<file path="src/rtl/clkmgmt_pkg.sv">
package clkmgmt_pkg;
  localparam int SPEED_W  = 2;
  localparam int REG_W    = 4;
  localparam int KEEP_BIT = 3;
  localparam int SRC_BIT  = 2;
  localparam int MAXCODE  = (1 << SPEED_W) - 1;
  // largest divisor is 2 << MAXCODE, so the count needs 1 << SPEED_W bits
  localparam int CNT_W    = 1 << SPEED_W;

  typedef struct packed {
    logic               srcChange;
    logic               reqSrc;
    logic [SPEED_W-1:0] reqSpeed;
  } ctrlStrobe_t;

  function automatic logic [CNT_W-1:0] lastCount(input logic [SPEED_W-1:0] code);
    logic [CNT_W:0] span;
    span = (CNT_W+1)'(2) << (MAXCODE - int'(code));
    return CNT_W'(span - 1'b1);
  endfunction
endpackage

</file>
<file path="src/rtl/clkmgmt_ctrl.sv">
module clkmgmt_ctrl
  import clkmgmt_pkg::*;
#(
  parameter int ADDR_W = 4,
  parameter logic [ADDR_W-1:0] CTRL_ADDR = 4'hE
) (
  input  logic              clk,
  input  logic              rst_n,
  input  logic [ADDR_W-1:0] busAddr,
  input  logic              busWrEn,
  input  logic [REG_W-1:0]  busWrData,
  output logic [REG_W-1:0]  busRdData,
  input  logic              subTick,
  input  logic              sleepMode,
  input  logic              periphFromXtal,
  output logic              periphTick,
  output logic [REG_W-1:0]  ctrlWord,
  output ctrlStrobe_t       strobe
);
  logic hit;
  logic srcFlip;
  logic periphAllow;

  assign hit     = (busAddr == CTRL_ADDR);
  assign srcFlip = busWrEn && hit && (busWrData[SRC_BIT] != ctrlWord[SRC_BIT]);

  always_ff @(posedge clk) begin
    if (!rst_n) begin
      ctrlWord         <= '1;
      strobe.srcChange <= 1'b0;
    end else begin
      strobe.srcChange <= srcFlip;
      if (busWrEn && hit) ctrlWord <= busWrData;
    end
  end

  assign strobe.reqSrc   = ctrlWord[SRC_BIT];
  assign strobe.reqSpeed = ctrlWord[SPEED_W-1:0];
  assign busRdData       = hit ? ctrlWord : '0;

  // a crystal-fed peripheral clock can never be stopped
  assign periphAllow = !sleepMode || ctrlWord[KEEP_BIT] || periphFromXtal;

  always_ff @(posedge clk) begin
    if (!rst_n) periphTick <= 1'b0;
    else        periphTick <= subTick && periphAllow;
  end
endmodule

</file>
<file path="src/rtl/clkmgmt_datapath.sv">
module clkmgmt_datapath
  import clkmgmt_pkg::*;
(
  input  logic        clk,
  input  logic        rst_n,
  input  ctrlStrobe_t strobe,
  input  logic        rcTick,
  input  logic        altTick,
  output logic        sysTick
);
  logic               actSrc;
  logic [SPEED_W-1:0] actSpeed;
  logic [SPEED_W-1:0] effSpeed;
  logic [CNT_W-1:0]   cnt;
  logic               srcTick;
  logic               atEnd;

  assign srcTick  = actSrc ? rcTick : altTick;
  // at a period boundary the requested speed is adopted at once
  assign effSpeed = (cnt == '0) ? strobe.reqSpeed : actSpeed;
  assign atEnd    = (cnt == lastCount(effSpeed));

  always_ff @(posedge clk) begin
    if (!rst_n) begin
      actSrc   <= 1'b1;
      actSpeed <= '1;
      cnt      <= '0;
      sysTick  <= 1'b0;
    end else if (strobe.srcChange) begin
      actSrc   <= strobe.reqSrc;
      actSpeed <= strobe.reqSpeed;
      cnt      <= '0;
      sysTick  <= 1'b0;
    end else begin
      actSpeed <= effSpeed;
      sysTick  <= srcTick && atEnd;
      if (srcTick) cnt <= atEnd ? '0 : cnt + 1'b1;
    end
  end
endmodule

</file>
<file path="src/rtl/clk_mgmt_unit.sv">
module clk_mgmt_unit
  import clkmgmt_pkg::*;
(
  input  logic             clk,
  input  logic             rst_n,
  input  logic [3:0]       busAddr,
  input  logic             busWrEn,
  input  logic [REG_W-1:0] busWrData,
  output logic [REG_W-1:0] busRdData,
  input  logic             rcTick,
  input  logic             altTick,
  input  logic             subTick,
  input  logic             sleepMode,
  input  logic             periphFromXtal,
  output logic             sysTick,
  output logic             periphTick
);
  ctrlStrobe_t      strobe;
  logic [REG_W-1:0] ctrlWord;

  clkmgmt_ctrl #(.ADDR_W(4), .CTRL_ADDR(4'hE)) i_ctrl (
    .clk(clk), .rst_n(rst_n), .busAddr(busAddr), .busWrEn(busWrEn),
    .busWrData(busWrData), .busRdData(busRdData), .subTick(subTick),
    .sleepMode(sleepMode), .periphFromXtal(periphFromXtal),
    .periphTick(periphTick), .ctrlWord(ctrlWord), .strobe(strobe)
  );

  clkmgmt_datapath i_dp (
    .clk(clk), .rst_n(rst_n), .strobe(strobe),
    .rcTick(rcTick), .altTick(altTick), .sysTick(sysTick)
  );
endmodule

</file>
<file path="config.mk">
export PLATFORM = sky130hd
export DESIGN_NAME = clk_mgmt_unit
export DESIGN_NICKNAME = d
export VERILOG_FILES = /design/src/rtl/clkmgmt_pkg.sv /design/src/rtl/clkmgmt_ctrl.sv /design/src/rtl/clkmgmt_datapath.sv /design/src/rtl/clk_mgmt_unit.sv
export SDC_FILE = /design/constraint.sdc
export NUM_CORES = 1
export LEC_CHECK = 0
export BUFFER_PORTS_ARGS = -buffer_cell sky130_fd_sc_hd__buf_2
export CAP_MARGIN = 20
export CORE_UTILIZATION = 35
export DETAILED_ROUTE_END_ITERATION = 6
export SLEW_MARGIN = 20
export SYNTH_ARGS = -nofsm -noshare
export SYNTH_HDL_FRONTEND = slang
export SYNTH_SLANG_ARGS = --single-unit
</file>
<file path="constraint.sdc">
create_clock -name clk -period 2 [get_ports clk]
set_input_delay 0.2 -clock clk [delete_from_list [all_inputs] [get_ports clk]]
set_output_delay 0.2 -clock clk [all_outputs]
set_load 0.05 [all_outputs]
</file>
==> Word-level counts from Yosys, hierarchy flattened <==
Index checks and enable logic that the tools add are counted.
{ "word_totals": {"register_bits": 14, "inputBits": 16, "output_inout_bits": 6, "word_cells": 29} }
{ "classes": {"add_sub_neg": 3, "n_eq_ne": 3, "shift": 1, "muxes": 5, "n_bitwise": 1, "reduce_logical": 9} }
{ "op_table": {"columns": ["operator", "count"], "rows": [
  ["$shl A2 B32 Y4 const A", 1],
  ["$mux W4", 2],
  ["$add A4 B1 Y4 const B", 1],
  ["$eq A4 B4 Y1", 1],
  ["$eq A4 B4 Y1 const B", 1],
  ["$logic_and A1 B1 Y1", 4],
  ["$logic_not A4 Y1", 1],
  ["$mux W2", 2],
  ["$sub A4 B1 Y4 const B", 1],
  ["$sub A2 B2 Y3 const A", 1],
  ["$logic_or A1 B1 Y1", 2],
  ["$reduce_or A2 Y1", 1],
  ["$logic_not A1 Y1", 1],
  ["$mux W1", 1],
  ["$ne A1 B1 Y1", 1],
  ["$not A1 Y1", 1]
]} }

==> Longest topological paths before layout <==
{ "depth": {"word_depth": 7, "mapped_depth": 6, "mapped_depth_nobuf": 6} }

==> By module <==
A second synthesis with hierarchy kept.
{ "unflattened": {"hier_cells": 81, "area_unflattened_um2": 715.7} }
{ "modules_own_cells": {"columns": ["module", "instances", "cells_per_inst", "area_each_um2", "seq_area_each_um2"], "rows": [
  ["clkmgmt_datapath", 1, 47, 426.7, 160.2],
  ["clkmgmt_ctrl", 1, 34, 289.0, 120.1]
]} }

==> Worst setup path before layout <==
OpenSTA, ideal clock, no wires.
{ "synth_path": {"path_kind": "register to register", "start": "reg i_dp.cnt[1]", "end": "reg i_dp.sysTick", "setup_time_ns": 0.060, "t_arrival_ns": 1.612, "required_time_ns": 1.940, "setup_slack_ns": 0.328, "stages_incl_launch_ff": 7, "path_buffers": 0, "synth_period_minus_slack_ns": 1.672, "cell_sequence": "dfxtp_1 -> inv_1 -> ha_1 -> or4b_1 -> a211o_1 -> nand3_2 -> and3_1"} }
{ "synth_between": {"elab_chain_cells": 7} }
{ "synth_lines": {"columns": ["element", "line_no", "text"], "rows": [
  ["start, declared", "clkmgmt_datapath.sv:14", "logic [CNT_W-1:0] cnt;"],
  ["start signal, assigned", "clkmgmt_datapath.sv:37", "if (srcTick) cnt <= atEnd ? '0 : cnt + 1'b1;"],
  ["$logic_not A4 Y1", "clkmgmt_datapath.sv:20", "assign effSpeed = (cnt == '0) ? strobe.reqSpeed : actSpeed;"],
  ["$mux W2", "clkmgmt_datapath.sv:20", null],
  ["$sub A2 B2 Y3", "clkmgmt_pkg.sv:18", "span = (CNT_W+1)'(2) << (MAXCODE - int'(code));"],
  ["$shl A2 B32 Y4", "clkmgmt_pkg.sv:18", null],
  ["$sub A4 B1 Y4", "clkmgmt_pkg.sv:19", "return CNT_W'(span - 1'b1);"],
  ["$eq A4 B4 Y1 (*)", "clkmgmt_datapath.sv:21", "assign atEnd = (cnt == lastCount(effSpeed));"],
  ["$logic_and A1 B1 Y1 (*)", "clkmgmt_datapath.sv:36", "sysTick <= srcTick && atEnd;"],
  ["end signal, assigned", "clkmgmt_datapath.sv:36", null],
  ["end, declared", "clkmgmt_datapath.sv:9", "output logic sysTick"]
]} }
Mark *: on every way between the ends. The rest lies on a longest branch, timed or not.
A chain may end at the register's enable or synchronous reset.

==> Worst setup path after layout <==
Ends and elaborated chain as after synthesis.

==> impl_metrics.py <==
metrics = {
    "outcome": {
        "status": "finished, final reports clean",
    },
    "power": {
        "power_leakage_nw": 0.409,
        "ir_worst_vdd_uv": 317,
        "p_per_area_nw_per_um2": 727,
    },
    "finish": {
        "diodes": 0,
        "num-nets-final": 127,
        "final_area_um2": 885,
        "final_layout_size_suffix_gt1_frac": 0.259,
        "area_growth_pct": 21.5,
        "final_util": 0.451,
    },
    "timing": {
        "min_period_ps": 1810,
        "slew_headroom": 0.751,
        "skew_ps": 8.70,
        "hold_viol": 0,
        "slew_viol_final": 0,
        "setup_viol": 0,
        "hold-worst-slack_ps": 159,
        "max_freq_ghz": 0.551,
        "setup_slack_ps": 186,
        "worst_pin_slew_ps": 373,
        "rsz0062_at_grt": "no",
        "finalSetupTns_ps": 0,
        "fin_crit_sh": 0.907,
    },
    "floorplanning": {
        "ios": 22,
        "die_x_um": 47.6,
        "num_rows": 16,
        "coreArea_um2": 1960,
        "fp.dieH_um": 47.6,
        "die_area_um2": 2270,
        "initial_core_util": 0.371,
    },
    "setup_path": {
        "cp.required_ps": 2220,
        "startpoint_type": "flop",
        "regToRegStartpoint": "i_dp.cnt[1]$_SDFFE_PP0P_",
        "arrival_ps": 2040,
        "cp_cell_sequence": "inv_1 -> ha_1 -> or4b_1 -> a211o_1 -> nand3_2 -> and3_1",
        "crit_path_end_kind": "flop",
        "cp_slowest_cell": "dfxtp_1",
        "max_stage_delay_ps": 460,
        "crit_fanout": 7,
        "crit_type": "flop to flop",
        "startpoint": "i_dp.cnt[1]$_SDFFE_PP0P_",
    },
    "logic_synthesis": {
        "synth.distinct_cells": 35,
        "yosysWarnings": 0,
        "syn_area_um2": 728,
        "ys_seq_elements": 14,
        "synth_seq_area_share": 0.385,
        "syn_avg_cell_area_um2": 8.47,
        "postSynthCellCount": 86,
        "synth_nets": 104,
    },
    "global_routing": {
        "antenna_found_initial": 0,
        "grt_remaining_overflow": 0,
        "grt.total_usage": 0.135,
        "grt_max_degree": 12,
        "grt_pass1_wl_um": 2140,
        "grt_pass1_vias": 513,
    },
    "clock_tree": {
        "ctsHoldBuffers": 0,
        "post-cts-setup-buffer-count": 0,
        "cts_max_level": 1,
        "numCtsBuffers": 3,
        "clk_pin_slew_worst_paths_ps": 90,
        "cts_resized": 0,
        "clk_latency_ps": 270,
        "cts_tree": "built",
        "cts.sinks": 14,
        "cts_root_buf": "clkbuf_4",
        "cts_buffer_depth": 2,
    },
    "detailed_routing": {
        "antenna_left": 0,
        "drt_wl_total_um": 1300,
        "wl_per_cell_um": 9.59,
        "first_pass_iters": 3,
        "drt-initial-drc-count": 7,
        "via_count": 662,
        "vias_per_cell": 4.90,
        "drc": 0,
    },
    "hold_path": {
        "hold_path_startpoint": "periphFromXtal",
        "hold_path.class": "input port to flop",
    },
    "place": {
        "dp_hpwl_um": 1050,
        "portBuffers": 21,
        "pre_cts_ws_ps": 185,
        "place.gp.congestion": 0.897,
        "dpl_cell_area_um2": 848,
    },
    "flow_run": {
        "drv_cap": 0,
    },
}
[cells by family after synthesis]
group                      share of synthesized area
muxes                                         0.0430
DFF                                            0.385
AOI/OAI and AO/OA                             0.0979
xor gates and xnor gates                      0.0241
and+or+nand+nor                                0.375
adders and majority gates                     0.0344
buffers and inverters                         0.0412
[flip-flops by register name, indices dropped and copies added, names as in the netlist]
register           cells
i_dp.actSpeed          2
i_ctrl.strobe          1
i_ctrl.ctrlWord        4
i_dp.sysTick           1
i_ctrl.periphTick      1
i_dp.actSrc            1
i_dp.cnt               4
[stage by stage]
| stage | power (mW) | std cells |
|---|---|---|
| after global placement | 0.452 | 131 |
| after CTS | 0.653 | 135 |
| after detailed placement | 0.455 | 131 |
| after floorplan | 0.421 | 86 |
| final | 0.643 | 135 |
| after global routing | 0.693 | 135 |
[path summary, 6_finish.rpt]
| check | to | slack (ps) | cells past startpoint |
|---|---|---|---|
| setup / recovery | i_dp.sysTick$_SDFF_PP0_ | 190 | 6 |
| hold / removal | i_ctrl.periphTick$_SDFF_PN0_ | 160 | 2 |
| setup reg to reg | i_dp.sysTick$_SDFF_PP0_ | 190 | 6 |
| hold reg to reg | i_dp.actSpeed[0]$_SDFF_PN1_ | 490 | 2 |
[Yosys cell counts, drive strengths merged]
library cell / instances / area share
a211o: 1 / 0.012
a21oi: 1 / 0.0069
a22oi: 1 / 0.010
a31oi: 1 / 0.0086
and2: 4 / 0.034
and3: 1 / 0.0086
and3b: 1 / 0.012
and4: 1 / 0.012
and4b: 1 / 0.014
buf: 1 / 0.015
clkbuf: 2 / 0.010
dfxtp: 14 / 0.38
ha: 2 / 0.034
inv: 3 / 0.015
mux2: 1 / 0.015
mux2i: 2 / 0.027
nand2: 9 / 0.046
nand2b: 2 / 0.017
nand3: 14 / 0.10
nand3b: 1 / 0.010
nand4: 2 / 0.017
nor2: 4 / 0.021
nor2b: 2 / 0.017
nor3: 1 / 0.0069
nor3b: 1 / 0.010
nor4b: 1 / 0.012
o21ai: 6 / 0.046
o311a: 1 / 0.014
or2b: 1 / 0.010
or3: 1 / 0.0086
or4b: 1 / 0.014
xor2: 2 / 0.024
[critical path: cells and delay by family (launching register included)]
family	cells	cell delay, ps
compound gates	1	300
fa+ha+maj	1	210
buf+inv	1	100
flops	1	460
simple gates	3	700
[power by group]
group          switching [mW]  internal [mW]  leakage [nW]
combinational          0.0750         0.0587         0.273
sequential             0.0182          0.295         0.114
clock                  0.0853          0.110        0.0210
total                   0.178          0.464         0.409
[cells in the final DEF, fill, tap and decap left out, types with 2 or more instances in the layout]
master    netlist  layout
nor2_1          4       4
inv_1           3       3
xor2_1          2       2
mux2i_1         2       2
o21ai_0         3       3
dfxtp_1        14      14
nand2b_1        2       2
nand4_1         2       2
o21ai_1         2       2
and2_1          4       4
ha_1            2       2
nand3_1        13      13
buf_2           0      21
nand2_1         9       9
nor2b_1         2       2
clkbuf_4        0       3
[layer usage]
layer / global-route usage / vias up / share of wire
li1: - / 352 / -
met1: 0.177 / 290 / 0.48
met2: 0.205 / 18 / 0.46
met3: 0.0340 / 2 / 0.051
met4: 0.0667 / 0 / 0.0054
met5: 0 / - / 0
[cell type report]
class                      instances  area (um^2)
inverter                           3         11.3
clock buffer                       4         36.3
fill                             216         1080
timing repair buffer              21          105
tap                               27         33.8
multi-input combinational         66          418
sequential                        14          280
Note: power is estimated with default switching activity, not from simulation.
